===== config.mk =====
export PLATFORM = sky130hd
export DESIGN_NAME = afskDemod
export DESIGN_NICKNAME = d
export VERILOG_FILES = /design/src/rtl/afskDemodPkg.sv /design/src/rtl/afskDatapath.sv /design/src/rtl/afskControl.sv /design/src/rtl/afskDemod.sv
export SDC_FILE = /design/constraint.sdc
export NUM_CORES = 1
export LEC_CHECK = 0
export ABC_AREA = 1
export BUFFER_PORTS_ARGS = -buffer_cell sky130_fd_sc_hd__buf_2
export CAP_MARGIN = 20
export CORE_AREA = 5 5 138 140
export CTS_BUF_LIST = sky130_fd_sc_hd__clkbuf_8
export CTS_CLUSTER_SIZE = 20
export DETAILED_ROUTE_END_ITERATION = 10
export DIE_AREA = 0 0 143 145
export RECOVER_POWER = 25
export SETUP_SLACK_MARGIN = 0.1
export SYNTH_ARGS = -nofsm -noshare
export SYNTH_HDL_FRONTEND = slang
export SYNTH_SLANG_ARGS = --single-unit

===== constraint.sdc =====
create_clock -name clk -period 20.6 [get_ports clk]
set_input_delay 2.06 -clock clk [delete_from_list [all_inputs] [get_ports clk]]
set_output_delay 2.06 -clock clk [all_outputs]
set_load 0.02 [all_outputs]

===== src/rtl/afskDemodPkg.sv =====
package afskDemodPkg;
  typedef struct packed {
    logic shiftEn;
  } ctrlStrobe_t;

  typedef struct packed {
    logic newLevel;
    logic prevLevel;
  } levelPair_t;
endpackage


===== src/rtl/afskDatapath.sv =====
module afskDatapath
  import afskDemodPkg::*;
#(
  parameter int SAMPLE_W   = 8,
  parameter int HALF_BIT   = 4,
  parameter int FILT_W     = 16,
  parameter int PROD_SHIFT = 2
) (
  input  logic                clk,
  input  logic                rstN,
  input  ctrlStrobe_t         strobe,
  input  logic [SAMPLE_W-1:0] sampleIn,
  output levelPair_t          levels
);
  localparam int PROD_W = 2 * SAMPLE_W;

  logic signed [SAMPLE_W-1:0] delayLine [HALF_BIT];
  logic signed [SAMPLE_W-1:0] sampleS;
  logic signed [PROD_W-1:0]   prod;
  logic signed [FILT_W-1:0]   xNew, xPrev, yOld, yNew;
  logic                       levelReg;

  assign sampleS = signed'(sampleIn);

  // Delay line of half a bit, oldest entry at the end
  for (genvar stg = 0; stg < HALF_BIT; stg++) begin : gDelay
    always_ff @(posedge clk or negedge rstN) begin
      if (!rstN) begin
        delayLine[stg] <= '0;
      end else if (strobe.shiftEn) begin
        if (stg == 0) delayLine[stg] <= sampleS;
        else          delayLine[stg] <= delayLine[stg-1];
      end
    end
  end

  assign prod = sampleS * delayLine[HALF_BIT-1];
  assign xNew = FILT_W'(prod >>> PROD_SHIFT);
  assign yNew = xPrev + xNew + (yOld >>> 1) + (yOld >>> 3) + (yOld >>> 5);

  always_ff @(posedge clk or negedge rstN) begin
    if (!rstN) begin
      xPrev    <= '0;
      yOld     <= '0;
      levelReg <= 1'b0;
    end else if (strobe.shiftEn) begin
      xPrev    <= xNew;
      yOld     <= yNew;
      levelReg <= (yNew > 0);
    end
  end

  assign levels.newLevel  = (yNew > 0);
  assign levels.prevLevel = levelReg;
endmodule


===== src/rtl/afskControl.sv =====
module afskControl
  import afskDemodPkg::*;
#(
  parameter int SAMPLES_PER_BIT = 8,
  parameter int PHASE_INC       = 8,
  parameter int PHASE_STEP      = 1,
  parameter int PHASE_W         = 8
) (
  input  logic                      clk,
  input  logic                      rstN,
  input  logic                      sampleValid,
  input  levelPair_t                levels,
  output ctrlStrobe_t               strobe,
  output logic signed [PHASE_W-1:0] phaseNow,
  output logic                      bitOut,
  output logic                      bitValid
);
  localparam int PHASE_WRAP  = SAMPLES_PER_BIT * PHASE_INC;
  localparam int PHASE_THRES = PHASE_WRAP / 2;
  localparam logic signed [PHASE_W-1:0] WRAP_V  = PHASE_W'(PHASE_WRAP);
  localparam logic signed [PHASE_W-1:0] THRES_V = PHASE_W'(PHASE_THRES);
  localparam logic signed [PHASE_W-1:0] STEP_V  = PHASE_W'(PHASE_STEP);
  localparam logic signed [PHASE_W-1:0] INC_V   = PHASE_W'(PHASE_INC);

  logic signed [PHASE_W-1:0] phase, adj, advanced, nextPhase;
  logic levelEdge, wrap, foundLast;

  assign strobe.shiftEn = sampleValid;
  assign levelEdge = levels.newLevel ^ levels.prevLevel;

  always_comb begin
    if (!levelEdge)          adj = '0;
    else if (phase < THRES_V) adj = STEP_V;
    else                     adj = -STEP_V;
    advanced  = phase + adj + INC_V;
    wrap      = (advanced >= WRAP_V);
    nextPhase = wrap ? (advanced - WRAP_V) : advanced;
  end

  always_ff @(posedge clk or negedge rstN) begin
    if (!rstN) begin
      phase     <= '0;
      foundLast <= 1'b0;
      bitOut    <= 1'b0;
      bitValid  <= 1'b0;
    end else begin
      bitValid <= sampleValid && wrap;
      if (sampleValid) begin
        phase <= nextPhase;
        if (wrap) begin
          foundLast <= levels.newLevel;
          bitOut    <= (levels.newLevel == foundLast);
        end
      end
    end
  end

  assign phaseNow = phase;
endmodule


===== src/rtl/afskDemod.sv =====
module afskDemod
  import afskDemodPkg::*;
#(
  parameter int SAMPLE_W        = 8,
  parameter int SAMPLES_PER_BIT = 8,
  parameter int PHASE_INC       = 8,
  parameter int PHASE_STEP      = 1,
  parameter int FILT_W          = 16
) (
  input  logic                clk,
  input  logic                rstN,
  input  logic                sampleValid,
  input  logic [SAMPLE_W-1:0] sampleIn,
  output logic                bitOut,
  output logic                bitValid
);
  localparam int HALF_BIT   = SAMPLES_PER_BIT / 2;
  localparam int PHASE_WRAP = SAMPLES_PER_BIT * PHASE_INC;
  localparam int PHASE_W    = $clog2(PHASE_WRAP + PHASE_INC + PHASE_STEP) + 1;

  ctrlStrobe_t               strobe;
  levelPair_t                levels;
  logic signed [PHASE_W-1:0] phaseNow;

  afskDatapath #(
    .SAMPLE_W(SAMPLE_W), .HALF_BIT(HALF_BIT), .FILT_W(FILT_W), .PROD_SHIFT(2)
  ) dp_i (
    .clk(clk), .rstN(rstN), .strobe(strobe), .sampleIn(sampleIn), .levels(levels)
  );

  afskControl #(
    .SAMPLES_PER_BIT(SAMPLES_PER_BIT), .PHASE_INC(PHASE_INC),
    .PHASE_STEP(PHASE_STEP), .PHASE_W(PHASE_W)
  ) ctl_i (
    .clk(clk), .rstN(rstN), .sampleValid(sampleValid), .levels(levels),
    .strobe(strobe), .phaseNow(phaseNow), .bitOut(bitOut), .bitValid(bitValid)
  );
endmodule


== Word-level counts from Yosys, hierarchy flattened ==
Index checks and enable logic that the tools add are counted.
Cells by class
  add/sub/neg operators: 7
  multipliers: 1
  order comparisons: 3
  equality and inequality tests: 1
  multiplexer cells: 3
  bitwise logic cells: 1
  reductions and logical operators: 2
Operators with widths (number)
  two-way mux 8 bit: 3
  adder 15 x 15 -> 16 bit: 1
  adder 16 x 11 -> 16 bit: 1
  adder 16 x 13 -> 16 bit: 1
  greater-than comparator 16 x 1 -> 1 bit (second input constant): 1
  multiplier 8 x 8 -> 16 bit: 1
  adder 14 x 14 -> 15 bit: 1
  adder 8 x 5 -> 8 bit (second input constant): 1
  adder 8 bit: 1
  >= comparator 8 bit (second input constant): 1
  < comparator 8 x 7 -> 1 bit (second input constant): 1
  subtractor 8 bit (second input constant): 1
  AND reduction 2 bit: 1
  equality test 1 bit: 1
  logical AND 1 bit: 1
  bitwise XOR 1 bit: 1
Word-level totals
  bits in registers: 74
  input bits: 11
  output and inout bits: 2
  logic and storage cells: 29

== Depth between registers and ports, before layout ==
Gate-level depths: netlist of run 1.
  depth after elaboration: 12
  gate-level depth with buffers: 60
  mapped depth without buffers: 59

== Hierarchy ==
Synthesis of run 1 repeated with hierarchy kept, for this count alone.
Unflattened totals
  cell total of the unflattened synthesis: 1022
  area total of the unflattened synthesis: 7985.2 µm²
Modules (own cells, without submodules)
  afskDatapath: instances 1, cells each 881, area an instance 6945.4 µm², seq. area each 1551.5 µm²
  afskControl: instances 1, cells each 141, area an instance 1039.7 µm², seq. area each 275.3 µm²

== Worst setup path before layout of run 1 ==
Ideal clock, no wire load.
  path type: input-to-reg
  from: input sampleIn[5]
  to: register ctl_i.phase[7] (netlist: ctl_i.phaseNow[7])
  library setup time: 0.065 ns
  data arrival time: 11.007 ns
  data required time: 20.535 ns
  setup slack: 9.528 ns
  stages on the path: 58
  path buffers: 1
  cell sequence: clkbuf_1 nand2_1 inv_1 fa_1 inv_1 fa_1 inv_1 fa_1 inv_1 fa_1 inv_1 ha_1 a21oi_1 nand2_1 nand2_1 nand2_1 a21oi_1 o21ai_0 (+22 left out) o21ai_0 a21oi_1 o21bai_1 xor2_1 inv_1 nand3_1 nand2_1 inv_1 ha_1 nand2_1 nor4_1 a31o_2 nand2_1 inv_1 nand2_1 o21ai_0 inv_1 nand2_1
Between the ends
  cells in the longest elaborated chain, start to end: 12
  elaborated cells between the ends (all ways): 13
  classes of those cells: add/sub: 7; mul: 1; order compare: 2; mux: 2; bitwise: 1
Ends and longest elaborated chain
  start: declaration: RTL line afskDemod.sv:13  | input logic [SAMPLE_W-1:0] sampleIn,
  multiplier 8 x 8 -> 16 bit (*): RTL line afskDatapath.sv:37  | assign prod = sampleS * delayLine[HALF_BIT-1];
  net dp_i.prod[14]: RTL line afskDatapath.sv:19  | logic signed [PROD_W-1:0] prod;
  adder 14 x 14 -> 15 bit (*): RTL line afskDatapath.sv:39  | assign yNew = xPrev + xNew + (yOld >>> 1) + (yOld >>> 3) + (yOld >>> 5);
  adder 15 x 15 -> 16 bit (*): RTL line afskDatapath.sv:39
  adder 16 x 13 -> 16 bit (*): RTL line afskDatapath.sv:39
  adder 16 x 11 -> 16 bit (*): RTL line afskDatapath.sv:39
  greater-than comparator 16 x 1 -> 1 bit (*): RTL line afskDatapath.sv:53  | assign levels.newLevel = (yNew > 0);
  bitwise XOR 1 bit (*): RTL line afskControl.sv:29  | assign levelEdge = levels.newLevel ^ levels.prevLevel;
  two-way mux 8 bit (*): RTL line afskControl.sv:32  | if (!levelEdge) adj = '0;
  adder 8 bit (*): RTL line afskControl.sv:35  | advanced = phase + adj + INC_V;
  adder 8 x 5 -> 8 bit (*): RTL line afskControl.sv:35
  subtractor 8 bit / >= comparator 8 bit (equally long branches): RTL line afskControl.sv:37, afskControl.sv:36
  two-way mux 8 bit (*): RTL line afskControl.sv:37  | nextPhase = wrap ? (advanced - WRAP_V) : advanced;
  end signal: assignment: RTL line afskControl.sv:49  | phase <= nextPhase;
  end: declaration: RTL line afskControl.sv:25  | logic signed [PHASE_W-1:0] phase, adj, advanced, nextPhase;
The timed path passes the listed nets; every way through them passes the cells marked *.
A chain may end at the register's enable or synchronous reset.

== Final worst setup path of run 1 ==
Same ends and word-level chain as after synthesis.

==> results.md, run 1 <==
• 83 — largest net degree at the start of global routing
• built — TritonCTS clock tree
• input pin to flop — critical path start-end classification
• -86.4% — max_slew headroom
• 3 — number of H-tree levels
• flop — element type at the critical path end
• 0.37 ns — worst skew pair latency
• 0 — hold bufs inserted after CTS
• 1189 — Placed Cells incl. Taps
• 55.7% — crit share post-route
• 51 — number of slew-limit violations in the final report
• 20.8% — simple logic cell fraction of the synthesized area
• 11.48 ns — Tmin final
• 0.00497 mm2 — multi-input combinational cell area
• 0.08 ns — register clock-pin slew on the reported worst setup and hold paths
• 0.843 — gpl congestion
• 0 — Post-route DRC
• 1142 — Final #Nets
• 143 um — width of the die
• adder cells — dominant combinational cell family by area after synthesis
• 0 — # Post-CTS Setup Buffers
• 20.91 ns — Req. time, crit path
• clkbuf_8 — Root Buffer
• 0.00781 ns — Setup Skew
• 13 — top-level port count
• 0 — number of endpoints with negative hold slack in the final report
• 0 — post-cts gate resize count
• 1144 — syn_nets
• 251 — violation count after the first detailed-route iteration
• 12300 um — post-detail-place hpwl
• 16.7% — overall track demand over capacity in global routing
• 0.0207 mm2 — total die area
• nand2_1 — crit-path most repeated cell
• 0.480 ns — Final Hold Slack
• 28300 um — wire length of the first global-routing pass
• 6.43% — relative area change from synthesis to final layout
• 13.0 um — routed wire length per instance
• 6.45% — fraction of final layout cells with drive strength greater than 1
• 9 — number of CTS-inserted buffers
• 5765 — number of global-route vias before repair
• 0 ns — final sum of negative setup slack
• 1206 — Finished Layout Cells
• 43.8% — Initial Utilization
• 73 — post-synthesis register bit count
• dfrtp_1 — most instantiated flip-flop cell in the synthesis netlist
• 6.09% — share of the synthesized area in compound gates (AO/OA/AOI/OAI)
• 0% — proportion of synthesized area in mux cells
• 23.5% — post-synthesis sequential area ratio
• 12 — Port-buffer cells
• 2.37% — share of the synthesized netlist area taken by xor and xnor gates
• 46.6% — fraction of the core area covered by cells at the end of the flow
• 0 — GR Overflow Total
• 49 — standard-cell row count
• 0 — antenna violations before repair
• 2 — deepest clock path buffer count
• 100% — share of synthesized registers carrying an async set or reset
• 4 — first drt pass iteration count
• 11.79 ns — arrival time at the worst endpoint
• 35 — number of distinct library cell variants in the gate-level netlist after synthesis
• input pin — critical path startpoint category
• 0 — count of inserted antenna diode cells
• complete, but fails checks — outcome
• capacitance limit, slew limit — violated checks
• 15600 um — routed wire length
• 2.80 ns — Worst Tran Pin Value
• 0.0177 mm2 — area inside the core boundary
• 1727 — fillcell total
• 73 — number of sinks driven by the clock tree
• 0.00776 mm2 — post-synthesis instance area
• 1 — Max Cap Violations
• 0 — Final setup violation count
• 87.1 MHz — highest attainable clock frequency
• 0 — yosys warns
• 0 — post-route antenna net violation count
• false — setup repair after global routing missed its margin
• 0.00183 mm2 — sequential cell area in the final layout
• 974 — cells after synthesis
• fa_1 — Crit-path slowest cell
• 9 — maximum net fanout on the critical path
• 145 um — floorplan die height
• 4.69 — detail-routed via count per cell
• 7.97 um2 — average footprint of a synthesized cell
• flop to flop — class of the tightest hold or removal check
• 34.7% — arithmetic-cell share of the synthesized area counting full adders, half adders and majority gates
• 5653 — count of vias placed by the detailed router
• 0 — EDFF count, synth
• 0.54 ns — Max stage delay on crit path
==> synth_stat cells, types with 2 or more instances <==
library cell	number	share of area, %
ha_1	65	10
dfrtp_1	73	24
xnor2_1	13	1.5
a31oi_1	7	0.56
xor2_1	8	0.90
nand2_2	6	0.48
nand3b_1	8	0.77
nand3_2	3	0.39
nand2_4	2	0.29
inv_2	8	0.39
nand4_1	6	0.48
nand2_1	277	13
o21bai_1	2	0.19
inv_1	222	11
nor2_1	26	1.3
a21oi_2	3	0.34
a21oi_1	20	1.3
clkbuf_1	27	1.3
o21ai_0	51	3.3
nor2_2	7	0.56
nand3_1	32	2.1
fa_1	94	24
nor3_1	2	0.13
==> worst paths after layout <==
| kind | from | depth (start not counted) | slack [ns] | to |
|---|---|---|---|---|
| max | sampleIn[5] | 58 | 9.12 | ctl_i.phaseNow[7] |
| min | dp_i.delayLine[25] | 2 | 0.48 | dp_i.delayLine[25] |
| max reg2reg | dp_i.delayLine[2] | 57 | 10.41 | ctl_i.phaseNow[7] |
| min reg2reg | dp_i.delayLine[25] | 2 | 0.48 | dp_i.delayLine[25] |
| max in group asynchronous | rstN | 2 | 15.35 | dp_i.delayLine[21] |
| min in group asynchronous | rstN | 1 | 1.98 | dp_i.yOld[1] |
==> placed cells by master (no fill, tap or decap), types with 6 or more instances in the layout <==
cell	instances
ha_1	65
nand4_1	6
a21oi_1	20
nand2_2	6
inv_2	8
nor2_1	26
xor2_1	8
nand2_1	277
o21ai_0	51
a31oi_1	7
dfrtp_1	73
xnor2_1	13
clkbuf_8	9
nand3_1	32
fa_1	94
nor2_2	7
inv_1	222
buf_2	11
nand3b_1	8
==> area by class of cell <==
type	count	share of cell area, %
sequential	73	22.1
inverter	230	10.5
clock inverter	7	1.41
timing repair buffer	15	0.939
multi-input combinational	643	60.1
clock buffer	9	1.50
tap	229	3.47
==> flip-flops by register name, indices dropped and copies added (netlist names) <==
name,count
dp_i.levelReg,1
ctl_i.phaseNow,8
dp_i.xPrev,14
dp_i.delayLine,32
ctl_i.bitValid,1
ctl_i.foundLast,1
ctl_i.bitOut,1
dp_i.yOld,15
==> per-stage QoR <==
step / area (um2) / setup WS (ns)
finish: 8260 / 9.12
global route: 8260 / 8.21
detailed placement: 8020 / 8.78
global placement: 8020 / 8.99
floorplan: 7760 / 9.53
CTS: 8260 / 9.16
==> layer usage <==
layer | wire, um | track usage [%] | vias up
li1 | - | - | 2913
met1 | 7650 | 23.8 | 2682
met2 | 7360 | 26.2 | 35
met3 | 333 | 2.57 | 23
met4 | 295 | 5.09 | 0
met5 | 0 | 0 | -
==> kinds of logic after synthesis <==
kind of cell,after synthesis
compound gates,87
simple gates,376
buf+inv,258
xor+xnor,21
fa+ha+maj,159
flops,73
==> critical path, delay by kind of cell <==
kind,cells,cell delay [ns]
buffers and inverters,12,0.88
adders and majority gates,13,4.81
xor gates and xnor gates,2,0.32
AOI/OAI and AO/OA,12,2.06
and+or+nand+nor,19,1.68
Power of run 1 is left out: the tool's default activity adds up to more than one toggle a clock period on the data nets, which glitch-free logic cannot reach.
==> inputs of run 2 (changes only) <==
clock period = 10 ns   (was 20.6 ns; I/O delays follow)
==> results.md, run 2 (same netlist as run 1, synthesis figures left out) <==
• complete, but fails checks — outcome
• capacitance limit, slew limit — violated checks
• 2.68 ns — Worst Tran Pin Value
• true — setup repair after global routing missed its margin
• -0.324 ns — Setup WS pre-CTS
• 5 — first drt pass iteration count
• 0.0177 mm2 — area inside the core boundary
• 73 — number of sinks driven by the clock tree
• 5981 — count of vias placed by the detailed router
• 5 — maximum net fanout on the critical path
• 9 — number of CTS-inserted buffers
• 0.55 ns — Max stage delay on crit path
• 95.9% — crit share post-route
• flop — element type at the critical path end
• 0.37 ns — worst skew pair latency
• nand2_1 — most frequent standard cell in the layout excluding fill and tap cells
• 9 — Buffers & Inverters on Critical Path
• 0.414 ns — final setup margin
• 49 — standard-cell row count
• adder cells — family with the most delay on the worst path
• input pin — critical path startpoint category
• 104 MHz — highest attainable clock frequency
• 0.861 — gpl congestion
• 0 — Post-route DRC
• 0 — number of endpoints with negative hold slack in the final report
• dp_i.delayLine: 32 flops, dp_i.yOld: 15 flops, dp_i.xPrev: 14 flops — largest registers
• 0.0105 ns — Setup Skew
• 0 — post-route antenna net violation count
• flop to flop — class of the tightest hold or removal check
• 13 — top-level port count
• 17100 um — routed wire length
• 83 — largest net degree at the start of global routing
• 2 — deepest clock path buffer count
• -78.9% — max_slew headroom
• 13.5 um — routed wire length per instance
• built — TritonCTS clock tree
• nand2_1, inv_1, fa_1 — leading cell types in the layout, fill and taps excluded
• 76 — number of slew-limit violations in the final report
• 143 um — width of the die
• 0 — Final setup violation count
• 10.31 ns — Req. time, crit path
• fa_1 — Crit-path slowest cell
• 145 um — floorplan die height
• 3 — number of H-tree levels
• clkbuf_8 — Root Buffer
• 9.90 ns — arrival time at the worst endpoint
• 6204 — number of global-route vias before repair
• 17.5% — fraction of final layout cells with drive strength greater than 1
• 17.8% — overall track demand over capacity in global routing
• 0 — GR Overflow Total
• 4.75 — detail-routed via count per cell
• 16.1% — relative area change from synthesis to final layout
• 9.59 ns — Tmin final
• 13100 um — post-detail-place hpwl
• 2 — Max Cap Violations
• 32 — number of flip-flops in the largest register
• dp_i.delayLine — register with the most flip-flops
• 282 — violation count after the first detailed-route iteration
• 0.09 ns — register clock-pin slew on the reported worst setup and hold paths
• 1196 — Final #Nets
• 29800 um — wire length of the first global-routing pass
• 12 — Port-buffer cells
• 43.8% — Initial Utilization
• 0 — count of inserted antenna diode cells
• input pin to flop — critical path start-end classification
• 0.0207 mm2 — total die area
• 0 — antenna violations before repair
==> run 2: worst min-delay path, delay by kind of cell, from the launching register on <==
kind / cells / cell delay [ns]
flops: 1 / 0.35
simple gates: 2 / 0.10
==> run 2: cell type report <==
cell class | count | area [um2]
clock buffers | 9 | 124
multi-input cells | 643 | 5320
clock inverters | 7 | 95.1
fillers | 1697 | 8710
flip-flops and latches | 73 | 1830
well taps | 229 | 287
repair buffers | 69 | 497
inverters | 230 | 866
==> run 2: path summary, 6_finish.rpt <==
check	from	endpoint	slack [ns]	depth (start not counted)
worst max-delay path	sampleIn[4]	ctl_i.bitOut	0.41	53
worst max register to register	dp_i.delayLine[3]	ctl_i.bitOut	0.70	52
min in group asynchronous	rstN	dp_i.yOld[10]	1.04	1
worst min-delay path	dp_i.delayLine[26]	dp_i.delayLine[26]	0.48	2
max in group asynchronous	rstN	dp_i.delayLine[6]	5.72	2
worst min register to register	dp_i.delayLine[26]	dp_i.delayLine[26]	0.48	2
==> run 2: routing by layer <==
metal  vias up  GRT usage (%)  part of all wire [%]
li1       3011              -                     -
met1      2899           24.5                    47
met2        56           29.9                    50
met3        15           1.91                   2.0
met4         0           4.90                   1.4
met5         -              0                     0
==> run 2: what timing repair did <==
action	4_1_cts	5_1_grt
gates cloned	0	0
hold buffers	0	0
resized for setup	1	79
pin swaps	0	39
setup endpoints to repair	1	5
buffers inserted	0	5
==> run 2: stage by stage <==
step                hold slack (ns)  TNS (ns)  utilization, %  cells  cell area (um2)
floorplan                     0.442         0               -    974             7760
global placement              0.454   -0.0500            47.4   1238             8390
detailed placement            0.459     -1.26            47.4   1238             8390
CTS                           0.481         0            48.6   1254             8620
global route                  0.503    -0.140            50.9   1260             9010
finish                        0.476         0            50.9   1260             9010
Power of run 2 is left out for the same reason.
